===== config.mk =====
export PLATFORM = sky130hd
export DESIGN_NAME = sbus_mode_ctl
export DESIGN_NICKNAME = d
export VERILOG_FILES = /design/src/rtl/sbus_mode_pkg.sv /design/src/rtl/sbus_addr_cmp.sv /design/src/rtl/sbus_mode_state.sv /design/src/rtl/sbus_mode_ctl.sv
export SDC_FILE = /design/constraint.sdc
export NUM_CORES = 1
export LEC_CHECK = 0
export ABC_AREA = 1
export BUFFER_PORTS_ARGS = -buffer_cell sky130_fd_sc_hd__buf_2
export CELL_PAD_IN_SITES_DETAIL_PLACEMENT = 2
export CELL_PAD_IN_SITES_GLOBAL_PLACEMENT = 2
export CORE_ASPECT_RATIO = 0.8
export CORE_MARGIN = 5
export CORE_UTILIZATION = 25
export DETAILED_ROUTE_END_ITERATION = 12
export GPL_ROUTABILITY_DRIVEN = 1
export GPL_TIMING_DRIVEN = 1
export HOLD_SLACK_MARGIN = 0.08
export PLACE_DENSITY = 0.77
export SYNTH_ARGS = -nofsm -noshare
export SYNTH_HDL_FRONTEND = slang
export SYNTH_SLANG_ARGS = --single-unit

===== constraint.sdc =====
create_clock -name clk -period 1.72 [get_ports clk]
set_input_delay 0.172 -clock clk [delete_from_list [all_inputs] [get_ports clk]]
set_output_delay 0.172 -clock clk [all_outputs]
set_load 0.03 [all_outputs]

===== src/rtl/sbus_mode_pkg.sv =====
// Package: shared mode encoding and register field positions for the
// serial bus mode controller. Assumes a 2-bit mode and a 4-bit clock select.
package sbus_mode_pkg;

    localparam int CKS_W   = 4;
    localparam int ADDR_W  = 7;
    localparam int WR_W    = 6;
    localparam int RD_W    = 8;
    localparam int MST_POS = 5;
    localparam int TRS_POS = 4;

    typedef enum logic [1:0] {
        MODE_SLV_RX = 2'b00,
        MODE_SLV_TX = 2'b01,
        MODE_MST_RX = 2'b10,
        MODE_MST_TX = 2'b11
    } sbus_mode_e;

endpackage


===== src/rtl/sbus_addr_cmp.sv =====
// Module: collects the bits after a start condition (MSB first) and flags
// the frame in which the bit after the address is sampled.
// Assumes start_det wins over bit_valid in the same cycle. Bits beyond the
// address byte are ignored until the next start.
module sbus_addr_cmp #(
    parameter int AW = 7
) (
    input  logic          clk,
    input  logic          rst_n,
    input  logic          start_det,
    input  logic          bit_valid,
    input  logic          bit_data,
    input  logic [AW-1:0] own_addr,
    output logic          hit,
    output logic          hit_rd
);
    localparam int CNT_W = $clog2(AW + 1);

    logic [AW-1:0]    shreg;
    logic [CNT_W-1:0] cnt;
    logic             armed;
    logic             last_bit;

    // Purpose: the direction bit arrives after AW address bits.
    assign last_bit = armed && bit_valid && !start_det && (cnt == CNT_W'(AW));
    assign hit      = last_bit && (shreg == own_addr);
    assign hit_rd   = hit && bit_data;

    // Purpose: shift address bits and count them after each start.
    always_ff @(posedge clk) begin
        if (!rst_n) begin
            shreg <= '0;
            cnt   <= '0;
            armed <= 1'b0;
        end else if (start_det) begin
            shreg <= '0;
            cnt   <= '0;
            armed <= 1'b1;
        end else if (armed && bit_valid) begin
            if (last_bit) begin
                armed <= 1'b0;
            end else begin
                shreg <= {shreg[AW-2:0], bit_data};
                cnt   <= cnt + 1'b1;
            end
        end
    end

    a_r7_hit_disarms: assert property (@(posedge clk) disable iff (!rst_n)
        hit |=> !hit);

endmodule


===== src/rtl/sbus_mode_state.sv =====
// Module: holds the master and transmit bits and the clock select.
// Applies hardware overrides with priority arbitration loss > overrun >
// address match > software write. A transmit-bit write made during a
// frame is parked and applied once the frame ends.
module sbus_mode_state #(
    parameter int CW = 4
) (
    input  logic          clk,
    input  logic          rst_n,
    input  logic          fmt_sync,
    input  logic          wr_en,
    input  logic          wr_mst,
    input  logic          wr_trs,
    input  logic [CW-1:0] wr_cks,
    input  logic          frame_busy,
    input  logic          arb_lost,
    input  logic          overrun,
    input  logic          match_rd,
    output logic          mst_o,
    output logic          trs_o,
    output logic [CW-1:0] cks_o
);
    logic mst_q, trs_q, pend_q, pend_val_q;
    logic arb_ev, ovr_ev, am_ev, hw_ev;

    // Purpose: qualify each hardware event by format and current mode.
    assign arb_ev = arb_lost && !fmt_sync && mst_q;
    assign ovr_ev = overrun && fmt_sync && mst_q && !trs_q;
    assign am_ev  = match_rd && !mst_q && !trs_q;
    assign hw_ev  = arb_ev || ovr_ev || am_ev;

    // Purpose: update the mode bits and the parked transmit-bit write.
    always_ff @(posedge clk) begin
        if (!rst_n) begin
            mst_q      <= 1'b0;
            trs_q      <= 1'b0;
            pend_q     <= 1'b0;
            pend_val_q <= 1'b0;
        end else if (arb_ev) begin
            mst_q  <= 1'b0;
            trs_q  <= 1'b0;
            pend_q <= 1'b0;
        end else if (ovr_ev) begin
            mst_q  <= 1'b0;
            pend_q <= 1'b0;
        end else if (am_ev) begin
            trs_q  <= 1'b1;
            pend_q <= 1'b0;
        end else if (wr_en) begin
            mst_q <= wr_mst;
            if (frame_busy) begin
                pend_q     <= 1'b1;
                pend_val_q <= wr_trs;
            end else begin
                trs_q  <= wr_trs;
                pend_q <= 1'b0;
            end
        end else if (pend_q && !frame_busy) begin
            trs_q  <= pend_val_q;
            pend_q <= 1'b0;
        end
    end

    // Purpose: clock select follows every write; no hardware source.
    always_ff @(posedge clk) begin
        if (!rst_n) begin
            cks_o <= '0;
        end else if (wr_en) begin
            cks_o <= wr_cks;
        end
    end

    assign mst_o = mst_q;
    assign trs_o = trs_q;

    a_r5_arb_to_slave_rx: assert property (@(posedge clk) disable iff (!rst_n)
        (arb_lost && !fmt_sync && mst_o) |=> (!mst_o && !trs_o));

    a_r6_ovr_to_slave_rx: assert property (@(posedge clk) disable iff (!rst_n)
        (overrun && fmt_sync && mst_o && !trs_o) |=> (!mst_o && !trs_o));

    a_r4_trs_held_busy: assert property (@(posedge clk) disable iff (!rst_n)
        (frame_busy && !hw_ev) |=> $stable(trs_o));

    a_r2_cks_written: assert property (@(posedge clk) disable iff (!rst_n)
        wr_en |=> (cks_o == $past(wr_cks)));

endmodule


===== src/rtl/sbus_mode_ctl.sv =====
// Module: top of the serial bus operating-mode controller. Joins the
// address comparator and mode state, and forms read-back, clock enable
// and the address-match pulse. Assumes event inputs are already
// synchronous to clk.
module sbus_mode_ctl
    import sbus_mode_pkg::*;
(
    input  logic              clk,
    input  logic              rst_n,
    input  logic              wr_en,
    input  logic [WR_W-1:0]   wr_data,
    output logic [RD_W-1:0]   rd_data,
    input  logic              fmt_sync,
    input  logic              frame_busy,
    input  logic              arb_lost,
    input  logic              overrun,
    input  logic              start_det,
    input  logic              bit_valid,
    input  logic              bit_data,
    input  logic [ADDR_W-1:0] slave_addr,
    output logic [1:0]        mode_o,
    output logic [CKS_W-1:0]  cks_o,
    output logic              clk_oe,
    output logic              addr_match
);
    logic hit, hit_rd, mst, trs, in_srx, match_q;

    sbus_addr_cmp #(.AW(ADDR_W)) u_cmp (
        .clk       (clk),
        .rst_n     (rst_n),
        .start_det (start_det),
        .bit_valid (bit_valid),
        .bit_data  (bit_data),
        .own_addr  (slave_addr),
        .hit       (hit),
        .hit_rd    (hit_rd)
    );

    sbus_mode_state #(.CW(CKS_W)) u_state (
        .clk        (clk),
        .rst_n      (rst_n),
        .fmt_sync   (fmt_sync),
        .wr_en      (wr_en),
        .wr_mst     (wr_data[MST_POS]),
        .wr_trs     (wr_data[TRS_POS]),
        .wr_cks     (wr_data[CKS_W-1:0]),
        .frame_busy (frame_busy),
        .arb_lost   (arb_lost),
        .overrun    (overrun),
        .match_rd   (hit_rd),
        .mst_o      (mst),
        .trs_o      (trs),
        .cks_o      (cks_o)
    );

    // Purpose: address match only counts in slave receive.
    assign in_srx = (sbus_mode_e'({mst, trs}) == MODE_SLV_RX);

    // Purpose: register the one-cycle match pulse.
    always_ff @(posedge clk) begin
        if (!rst_n) match_q <= 1'b0;
        else        match_q <= hit && in_srx;
    end

    assign addr_match = match_q;
    assign mode_o     = {mst, trs};
    assign clk_oe     = fmt_sync && mst;
    assign rd_data    = {{(RD_W - 2 - CKS_W){1'b0}}, mst, trs, cks_o};

    a_r7_read_match_to_stx: assert property (@(posedge clk) disable iff (!rst_n)
        (hit_rd && in_srx) |=> (mode_o == MODE_SLV_TX && addr_match));

    a_r7_pulse_single: assert property (@(posedge clk) disable iff (!rst_n)
        addr_match |=> !addr_match);

endmodule


After elaboration in Yosys (flattened, before gate mapping)
Cells that the tools add are included.
W data, S select, Z words.
{"block": "classes", "n_eq_ne": 3, "mux": 10, "bitwise": 5, "n_reduce_logical": 34, "n_addsub": 1}
{"operator": "$logic_and A1 B1 Y1", "count": 15}
{"operator": "$mux W1", "count": 10}
{"operator": "$eq A7 B7 Y1", "count": 1}
{"operator": "$reduce_and A2 Y1", "count": 3}
{"operator": "$reduce_bool A2 Y1", "count": 3}
{"operator": "$logic_not A1 Y1", "count": 5}
{"operator": "$not A1 Y1", "count": 5}
{"operator": "$reduce_and A5 Y1", "count": 1}
{"operator": "$reduce_or A2 Y1", "count": 2}
{"operator": "$reduce_or A4 Y1", "count": 1}
{"operator": "$add A3 B1 Y3 const B", "count": 1}
{"operator": "$eq A3 B3 Y1 const B", "count": 1}
{"operator": "$ne A3 B2 Y1 const B", "count": 1}
{"operator": "$reduce_and A3 Y1", "count": 1}
{"operator": "$reduce_bool A3 Y1", "count": 1}
{"operator": "$reduce_or A3 Y1", "count": 1}
{"operator": "$logic_not A2 Y1", "count": 1}
{"block": "totals", "wordCells": 62, "reg_bits": 20, "out_inout_bits": 16, "inputBits": 23}

Longest topological paths before layout
Gate-level depths: netlist of the first run.
{"block": "depth", "ltp_word": 9, "depth_mapped": 10, "mapped_depth_nobuf": 10}

Cells and area by module
From an unflattened synthesis of the first run, not the netlist that was laid out.
{"block": "hier_totals", "cells_unflattened": 158, "hier_area_um2": 1073.5}
{"module": "sbus_addr_cmp", "area_per_inst_um2": 556.8, "instances": 1, "seq_area_each_um2": 220.2, "cells_each": 82}
{"module": "sbus_mode_state", "area_per_inst_um2": 389.1, "instances": 1, "seq_area_each_um2": 160.2, "cells_each": 57}
{"module": "sbus_mode_ctl", "area_per_inst_um2": 127.6, "instances": 1, "seq_area_each_um2": 20.0, "cells_each": 19}

Least setup slack after synthesis of the first run
OpenSTA, ideal clock, no wires.
{"block": "synth_timing", "path_kind": "reg-to-reg", "startpoint": "reg u_cmp.cnt[0]", "endpoint": "reg u_cmp.cnt[2]", "arrival_ps": 1269, "setup_time_ps": 70, "synth_period_minus_slack_ps": 1339, "path_slack_ps": 381, "t_required_ps": 1650, "path_buffers": 1, "stages_incl_launch_ff": 9, "cell_sequence": "dfxtp_1 > ha_1 > ha_1 > nand4_2 > inv_2 > nor2_4 > buf_6 > nand2_1 > a21oi_1"}
{"block": "synth_via", "elab_chain_len": 4, "word_cells_on_any_way": 5, "classes_between": "add/sub: 1; eq/ne: 1; bitwise: 1; reduce/logical: 2"}
{"item": "start: declaration", "line": "sbus_addr_cmp.sv:20", "source": "logic [CNT_W-1:0] cnt;"}
{"item": "start signal: assignment", "line": "sbus_addr_cmp.sv:44", "source": "cnt <= cnt + 1'b1;"}
{"item": "$eq A3 B3 Y1", "line": "sbus_addr_cmp.sv:25", "source": "assign last_bit = armed && bit_valid && !start_det && (cnt == CNT_W'(AW));"}
{"item": "$logic_and A1 B1 Y1", "line": "sbus_addr_cmp.sv:25"}
{"item": "$not A1 Y1 (no line)"}
{"item": "$reduce_and A2 Y1 (no line)"}
Parallel ways exist; a longest one is shown, timed or not.
A chain may end at the register's enable or synchronous reset.

Worst setup path in the final report of the first run
{"block": "layout_timing", "startpoint": "reg u_cmp.cnt[0]", "endpoint": "reg u_cmp.shreg[2]"}
{"block": "layout_via", "elab_chain_len": 4}
{"item": "$eq A3 B3 Y1", "line": "sbus_addr_cmp.sv:25"}
{"item": "$logic_and A1 B1 Y1", "line": "sbus_addr_cmp.sv:25"}
{"item": "$not A1 Y1 (no line)"}
{"item": "$reduce_and A2 Y1 (no line)"}
{"item": "end signal: assignment", "line": "sbus_addr_cmp.sv:43", "source": "shreg <= {shreg[AW-2:0], bit_data};"}
{"item": "end: declaration", "line": "sbus_addr_cmp.sv:19", "source": "logic [AW-1:0] shreg;"}
No other way between the ends.

==> flow_summary_export.csv, run 1 <==
group,metric,value,unit
placement,place_hpwl,2680,um
setup_path,path_depth,8,
floorplanning,core,4150,um2
grt,grt_max_degree,16,
power_and_ir_drop,cellPowerDensity,772,nW/um2
floorplanning,row_count,21,
yosys,synth_area,1070,um2
yosys,ys.warnings.count,0,
layout,drive_above_1_share,32.8,%
setup_path,regToRegSetupSlack,0.15,ns
sta,setup_tns,0,ns
setup_path,worstSetupPathType,"flip-flop to flip-flop",
floorplanning,die_area,5690,um2
power_and_ir_drop,intPower,0.703,mW
routing,drtIter0Drc,15,
clocking,cts_root_buffer,"clkbuf_8",
yosys,synth_most_common_cell,"nand2_1",
placement,place_inst,235,
yosys,synth.largest_area_cell,"dfxtp_1",
grt,grt.total_usage,11.6,%
grt,grt_pass1_wl,5200,um
grt,grt_pass1_vias,1155,
clocking,cts.hold.buffers_added,0,
setup_path,crit_family,"adder cells",
setup_path,cp.required,1.91,ns
yosys,avgSynthCellArea,7.03,um2
setup_path,worstRegToRegCells,8,
floorplanning,fp.dieW,83.1,um
floorplanning,chipHeight,68.5,um
routing,wl_per_cell,13.3,um
power_and_ir_drop,seqPwrFrac,50.0,%
routing,first_pass_iters,4,
sta,fmax,637,MHz
yosys,synth-edff-count,0,
min_path,hold_path.class,"primary input to flip-flop",
sta,final.min_clock_period,1.57,ns
yosys,yosys.area.top_type_share,37.5,%
yosys,synth-seq-cells,20,
sta,hold_viol,0,
routing,num_vias,1055,
grt,gr-total-overflow,0,
layout,nets,210,
sta,fin_crit_sh,91.2,%
setup_path,critPathLaunchType,"flip-flop",
setup_path,timing.rr.end,"u_cmp.shreg[2]",
min_path,hold_start,"wr_data[2]",
yosys,yosysSeqAreaShare,37.5,%
flow_run,drv_cap,0,
sta,rsz0062_at_grt,"false",
yosys,yosys-top-cells-count,"nand2_1 (33), dfxtp_1 (20), nor2_1 (20)",
setup_path,cp_slowest_cell,"dfxtp_1",
floorplanning,start_util,25.7,%
setup_path,worstPathCellList,"ha_1 > ha_1 > nand4_2 > inv_2 > nor2_4 > buf_4 > o21ai_0 > a21oi_1",
clocking,htreeDepth,1,
layout,final_cells,240,
yosys,yosys-top-cells-area,"dfxtp_1 (37%), nand2_1 (12%), buf_4 (7.0%), nor2_1 (7.0%), inv_1 (4.9%)",
clocking,post_cts_resized,0,
power_and_ir_drop,vdd_drop_max,0.418,mV
sta,finalClockSkew,0.00314,ns
power_and_ir_drop,power_frac_clock,30.5,%
power_and_ir_drop,leakage,0.665,nW
routing,wirelength,3190,um
sta,setup_violations,0,
layout,area_growth,21.1,%
clocking,clk_latency,0.26,ns
yosys,synth_flop_cell,"dfxtp_1",
placement,port-buffer-count,36,
setup_path,crit_path_frequent_cell,"ha_1",
setup_path,cpPeakStageDelay,0.33,ns
placement,gp_congestion,0.710,
sta,report.final.slew_viol_count,0,
setup_path,startpoint,"u_cmp.cnt[0]",
power_and_ir_drop,p_comb_share,19.5,%
yosys,synthCells,152,
setup_path,cp-endpoint,"u_cmp.shreg[2]",
floorplanning,io_pins,39,
clocking,cts.sinks,20,
clocking,clock_path_buffers,2,
setup_path,worstPathMaxFanout,7,
sta,hold_ws,0.147,ns
clocking,clkTransAtPathRegs,0.07,ns
clocking,cts_tree,"yes",
status,outcome,"finished clean",
yosys,async_flop_share,0,%
grt,antenna_found_initial,0,
layout,antenna_cells,0,
clocking,cts_made_buffers,3,
setup_path,endpoint_kind,"flip-flop",
routing,ant_nets,0,
placement,place_area,1240,um2
yosys,yosysUniqueCellTypes,23,
routing,drc,0,
setup_path,r2r_start,"u_cmp.cnt[0]",
routing,avgViaCountPerCell,4.40,
power_and_ir_drop,switchingPower,0.295,mW
setup_path,cp.buffers_inverters,2,
power_and_ir_drop,p_sw_share,29.5,%
clocking,cts_setup_buffers,0,
layout,finalInstanceArea,1290,um2
setup_path,arrival,1.76,ns
==> routing by layer <==
layer  vias to the layer above  routed length, um  share of wire (%)  GRT usage (%)
met1                       505               1390                 43           12.7
met4                         0                 27               0.85           3.06
li1                        527                  -                  -              -
met3                         5                106                3.3           3.85
met2                        18               1670                 52           22.0
met5                         -                  0                  0              0
==> area by class of cell <==
type                       instances  area, um2
clock buffer                       3       41.3
fill                             531       2860
inverter                          23       86.3
multi-input combinational         99        499
sequential                        20        400
tap                               57       71.3
timing repair buffer              38        195
==> worst min-delay path by stage <==
stage / end / slack [ns] / cells after the start
after detailed placement: u_state.cks_o[2] / 0.42 / 3
after floorplan: u_state.pend_val_q / 0.29 / 2
after global routing: u_state.cks_o[2] / 0.15 / 3
after CTS: u_state.cks_o[2] / 0.14 / 3
after global placement: u_state.cks_o[2] / 0.40 / 3
final: u_state.cks_o[2] / 0.15 / 3
==> registers in the layout, indices dropped and copies added, names as in the netlist <==
name                cells
u_state.cks_o           4
u_cmp.shreg             7
u_state.pend_q          1
addr_match              1
u_cmp.armed             1
u_state.mst_o           1
u_cmp.cnt               3
u_state.trs_o           1
u_state.pend_val_q      1
==> logic make-up after synthesis <==
| family | synth area share (%) |
|---|---|
| buf+inv | 16.2 |
| simple gates | 30.8 |
| other cells | 0.351 |
| compound gates | 12.9 |
| flops | 37.5 |
| fa+ha+maj | 2.34 |
==> stage by stage <==
| stage | total power, mW | util, % | setup slack, ns |
|---|---|---|---|
| 2_1_floorplan | 0.647 | - | 0.381 |
| 3_3_place_gp | 0.692 | 29.8 | 0.211 |
| 3_5_place_dp | 0.704 | 29.8 | 0.103 |
| 5_1_grt | 1.05 | 31.2 | 0.0803 |
| 6_report | 0.998 | 31.2 | 0.151 |
| 4_1_cts | 1.01 | 30.8 | 0.0833 |
==> placed cells by master, fill, tap and decap left out, types with 2 or more instances in the layout <==
master    synthesis  routed
buf_2             0      36
nand2_1          33      33
nor2_1           20      20
dfxtp_1          20      20
inv_1            14      14
a21oi_1          10      10
o21ai_0          10      10
inv_2             9       9
o21ai_1           6       6
nor2_2            3       3
nand3_1           3       3
clkbuf_8          0       3
nand3_2           2       2
ha_1              2       2
conb_1            1       2
buf_4            10       2
==> tightest hold or removal path: cells and delay by family <==
| kind | cells | cell delay [ns] |
|---|---|---|
| buffers and inverters | 1 | 0.08 |
| AND/OR/NAND/NOR | 2 | 0.12 |
==> power by group through the flow <==
stage	combinational (mW)	clock (mW)	sequential (mW)
finish	0.195	0.305	0.499
global route	0.218	0.334	0.503
CTS	0.195	0.317	0.499
detailed placement	0.194	0	0.510
global placement	0.184	0	0.508
floorplan	0.128	0	0.518
(Power assumes the default switching activity.)
==> run 2: changes to the inputs <==
- RECOVER_POWER: not set -> 25
==> run 2 against run 1 <==
Die area did not move. Register-to-register slack barely moved. Core utilization fell by 0.12 points. Highest routed layer unchanged. Via count did not move. Largest power group unchanged. Sequential power barely moved. Clock power barely moved.
==> flow_summary_export.csv, run 2 (synthesis results as in run 1) <==
group,metric,value,unit
status,outcome,"finished clean",
setup_path,worstPathMaxFanout,7,
sta,final.min_clock_period,1.57,ns
setup_path,arrival,1.76,ns
power_and_ir_drop,p_comb_share,19.4,%
placement,port-buffer-count,36,
layout,final_cells,240,
placement,place_hpwl,2680,um
routing,drtIter0Drc,15,
power_and_ir_drop,p_sw_share,29.6,%
routing,num_vias,1055,
routing,wl_per_cell,13.3,um
setup_path,cp.required,1.91,ns
power_and_ir_drop,power_frac_clock,30.5,%
floorplanning,io_pins,39,
grt,antenna_found_initial,0,
sta,hold_ws,0.147,ns
routing,ant_nets,0,
placement,pre_cts_slack,0.103,ns
power_and_ir_drop,seqPwrFrac,50.1,%
flow_run,drv_cap,0,
sta,setup_tns,0,ns
min_path,hold_path.class,"primary input to flip-flop",
setup_path,worstPathCellList,"ha_1 > ha_1 > nand4_2 > inv_2 > nor2_4 > buf_4 > o21ai_0 > a21oi_1",
clocking,cts.hold.buffers_added,0,
setup_path,crit_path_frequent_cell,"ha_1",
clocking,htreeDepth,1,
setup_path,worstSetupPathType,"flip-flop to flip-flop",
setup_path,cp_slowest_cell,"dfxtp_1",
layout,top_regs,"u_cmp.shreg (7), u_state.cks_o (4), u_cmp.cnt (3)",
setup_path,r2r_start,"u_cmp.cnt[0]",
layout,final_core_util,31.0,%
layout,regMostFlops,"u_cmp.shreg",
setup_path,cp.buffers_inverters,2,
floorplanning,die_area,5690,um2
routing,avgViaCountPerCell,4.40,
power_and_ir_drop,vdd_drop_max,0.418,mV
layout,nets,210,
clocking,cts_root_buffer,"clkbuf_8",
sta,setup_violations,0,
floorplanning,start_util,25.7,%
clocking,cts_tree,"yes",
setup_path,cpPeakStageDelay,0.33,ns
layout,fillCellCount,533,
sta,finalClockSkew,0.00317,ns
layout,seq_area,400,um2
sta,report.final.slew_viol_count,0,
grt,grt_pass1_vias,1155,
clocking,clkTransAtPathRegs,0.07,ns
clocking,post_cts_resized,0,
layout,multiInputGateArea,499,um2
power_and_ir_drop,intPower,0.702,mW
layout,layout_common_cells,"nand2_1 (33), buf_2 (32), nor2_1 (20), dfxtp_1 (20), inv_1 (14)",
sta,fin_crit_sh,91.3,%
layout,antenna_cells,0,
power_and_ir_drop,cellPowerDensity,774,nW/um2
grt,grt_max_degree,16,
grt,grt.total_usage,11.6,%
floorplanning,fp.dieW,83.1,um
grt,grt_pass1_wl,5200,um
sta,rsz0062_at_grt,"false",
floorplanning,core,4150,um2
floorplanning,chipHeight,68.5,um
clocking,cts.sinks,20,
power_and_ir_drop,switchingPower,0.295,mW
routing,drc,0,
sta,hold_viol,0,
setup_path,critPathLaunchType,"flip-flop",
clocking,clk_latency,0.26,ns
power_and_ir_drop,leakage,0.650,nW
layout,largest_reg_flops,7,
clocking,cts_made_buffers,3,
routing,first_pass_iters,4,
clocking,clock_path_buffers,2,
grt,gr-total-overflow,0,
min_path,hold_start,"wr_data[2]",
sta,fmax,637,MHz
setup_path,crit_family,"adder cells",
layout,area_growth,20.6,%
layout,final_common_cell,"nand2_1",
layout,drive_above_1_share,30.6,%
setup_path,startpoint,"u_cmp.cnt[0]",
setup_path,endpoint_kind,"flip-flop",
placement,place_inst,235,
placement,gp_congestion,0.710,
floorplanning,row_count,21,
routing,wirelength,3200,um
sta,fin_ws,0.150,ns
[run 2: worst register-to-register path: cells and delay by family (launching register included)]
family,cells,cell delay [ns]
AO/OA/AOI/OAI,2,0.22
adder cells (fa/ha/maj),2,0.40
buffers and inverters,2,0.24
flip-flops,1,0.33
AND/OR/NAND/NOR,2,0.31
[run 2: final timing paths]
| path | endpoint | slack, ns | cells after the start |
|---|---|---|---|
| setup / recovery | u_cmp.shreg[2] | 0.15 | 8 |
| hold reg to reg | u_cmp.shreg[1] | 0.48 | 2 |
| hold / removal | u_state.cks_o[2] | 0.15 | 3 |
| setup reg to reg | u_cmp.shreg[2] | 0.15 | 8 |
[run 2: layout make-up]
type / instances / area share [%]
Multi-Input combinational cell: 99 / 38.7
Tap cell: 57 / 5.53
Timing Repair Buffer: 38 / 14.8
Inverter: 23 / 6.70
Clock buffer: 3 / 3.20
Sequential cell: 20 / 31.1
[run 2: layer usage]
metal  routed length, um  GRT usage, %  share of wire (%)
met5                   0             0                  0
met4                  27          3.06               0.84
met3                 106          3.85                3.3
met2                1670          22.0                 52
met1                1390          12.7                 43
[run 2: per-stage QoR]
step           area (um2)  power, mW
2_1_floorplan        1070      0.647
3_3_place_gp         1240      0.692
3_5_place_dp         1240      0.704
4_1_cts              1280       1.01
5_1_grt              1290       1.05
6_report             1290      0.997
[run 2: power by group through the flow]
stage	Sequential [mW]	Combinational (mW)	Clock, mW
3_5_place_dp	0.510	0.194	0
4_1_cts	0.499	0.195	0.317
6_report	0.499	0.193	0.305
3_3_place_gp	0.508	0.184	0
5_1_grt	0.503	0.217	0.334
2_1_floorplan	0.518	0.128	0
[run 2: what timing repair did]
| item | in CTS | in global routing |
|---|---|---|
| endpoints found under the setup margin | 0 | 1 |
| buffers inserted | 0 | 2 |
| endpoints found under the hold margin | 0 | 0 |
==> run 3: changes to the inputs <==
- BUFFER_PORTS_ARGS: -buffer_cell sky130_fd_sc_hd__buf_2 -> not set
- CORE_UTILIZATION: 25 -> 32
- DONT_BUFFER_PORTS: not set -> 1
- PLACE_DENSITY: 0.77 -> 0.76
==> run 3 against run 2 <==
Clock-buffer cell count is 1 higher. Sequential power hardly changed. Combinational power is 6% lower. Die area is 19% lower. Worst hold slack worse by 0.065 ns. Via count is 5.1% lower. Critical path depth is 1 lower. First-iteration DRC count grew to 3.2 times the previous value.
==> flow_summary_export.csv, run 3 (synthesis results as in run 1) <==
group,metric,value,unit
layout,drive_above_1_share,19.1,%
placement,port-buffer-count,0,
grt,grt_pass1_vias,1067,
setup_path,startpoint,"u_cmp.cnt[0]",
floorplanning,core,3150,um2
setup_path,cpPeakStageDelay,0.38,ns
clocking,cts_root_buffer,"clkbuf_8",
setup_path,worstPathMaxFanout,6,
sta,fmax,606,MHz
routing,first_pass_iters,4,
routing,drc,0,
routing,wirelength,3410,um
power_and_ir_drop,cellPowerDensity,845,nW/um2
sta,hold_ws,0.0823,ns
setup_path,worstPathCellList,"ha_1 > ha_1 > nand4_2 > nor3_4 > nand3_2 > a21oi_1 > nor2_1",
clocking,cts_tree,"yes",
layout,antenna_cells,0,
layout,fillCellCount,369,
setup_path,worstRegToRegCells,7,
layout,layout_common_cells,"nand2_1 (33), nor2_1 (20), dfxtp_1 (20), inv_1 (14)",
min_path,worstHoldPathCells,2,
floorplanning,start_util,33.9,%
sta,finalClockSkew,0.00240,ns
layout,regMostFlops,"u_cmp.shreg",
layout,finalInstanceArea,1230,um2
grt,gr-total-overflow,0,
power_and_ir_drop,leakage,0.578,nW
setup_path,crit_path_frequent_cell,"ha_1",
clocking,cts.sinks,20,
grt,grt_pass1_wl,5130,um
grt,antenna_found_initial,0,
setup_path,r2r_start,"u_cmp.cnt[0]",
status,outcome,"finished clean",
layout,nets,188,
setup_path,crit_family,"simple AND/OR/NAND/NOR gates",
grt,grt_max_degree,16,
setup_path,endpoint_kind,"flip-flop",
setup_path,arrival,1.80,ns
sta,setup_tns,0,ns
setup_path,cp.buffers_inverters,0,
routing,drtIter0Drc,48,
power_and_ir_drop,vdd_drop_max,0.634,mV
sta,fin_crit_sh,96.0,%
sta,final.min_clock_period,1.65,ns
floorplanning,io_pins,39,
grt,grt.total_usage,15.0,%
clocking,htreeDepth,1,
setup_path,critPathLaunchType,"flip-flop",
layout,top_regs,"u_cmp.shreg (7), u_state.cks_o (4), u_cmp.cnt (3)",
layout,area_growth,15.2,%
clocking,clkTransAtPathRegs,0.07,ns
sta,worstMarginPinSlew,0.754,ns
layout,largest_reg_flops,7,
routing,wl_per_cell,16.9,um
clocking,cts_made_buffers,3,
min_path,hold_start,"rst_n",
routing,num_vias,1001,
layout,final_core_util,39.0,%
floorplanning,fp.dieW,74.6,um
setup_path,cp.required,1.87,ns
layout,final_cells,202,
floorplanning,die_area,4600,um2
clocking,post_cts_resized,0,
floorplanning,row_count,18,
floorplanning,chipHeight,61.7,um
clocking,clk_latency,0.26,ns
sta,hold_viol,0,
placement,place_hpwl,2430,um
sta,slew_headroom,49.7,%
placement,place_inst,189,
placement,place_area,1090,um2
flow_run,drv_cap,0,
min_path,hold_path.class,"primary input to flip-flop",
sta,setup_violations,0,
clocking,clock_path_buffers,2,
placement,gp_congestion,0.747,
setup_path,worstSetupPathType,"flip-flop to flip-flop",
setup_path,cp_slowest_cell,"dfxtp_1",
layout,final_common_cell,"nand2_1",
setup_path,path_depth,7,
routing,ant_nets,0,
sta,report.final.slew_viol_count,0,
routing,avgViaCountPerCell,4.96,
-- run 3: routing by layer --
metal  wire length, um  global-route usage [%]  part of all wire (%)
met1              1470                    18.2                    43
met2              1700                    26.8                    50
met3               226                    4.89                   6.6
met4                19                    2.28                  0.56
met5                 0                       0                     0
-- run 3: worst reg2reg max path: cells and delay by family (launching register included) --
kind	cells	cell delay (ns)
compound gates	1	0.22
fa+ha+maj	2	0.37
flops	1	0.38
simple gates	4	0.58
-- run 3: path summary, 6_finish.rpt --
check                            end  slack (ns)
hold / removal      u_state.cks_o[0]        0.08
setup / recovery  u_state.pend_val_q        0.07
setup reg to reg  u_state.pend_val_q        0.07
hold reg to reg       u_cmp.shreg[2]        0.48
-- run 3: cell type report --
cell class | count | area [um2] | share of cell area [%]
inverter | 23 | 86.3 | 7.01
timing repair buffer | 16 | 140 | 11.4
multi-input combinational | 99 | 499 | 40.5
tap | 40 | 50.0 | 4.07
clock buffer | 4 | 55.1 | 4.47
sequential | 20 | 400 | 32.5
-- run 3: timing repair --
action | in CTS | in global routing
hold endpoints to repair | 9 | 0
setup buffers | 0 | 3
endpoints found under the setup margin | 0 | 4
hold buffers | 6 | 0
-- run 3: stage by stage --
stage	total power, mW	setup WS, ns
after floorplan	0.647	0.381
after global placement	0.656	0.202
after detailed placement	0.666	0.0646
after CTS	1.04	0.0261
after global routing	1.09	-0.00955
final	1.04	0.0685
-- run 3: where the power goes --
group / switching, mW / internal [mW] / total (mW)
clock: 0.158 / 0.204 / 0.362
sequential: 0.0137 / 0.483 / 0.496
combinational: 0.123 / 0.0584 / 0.182
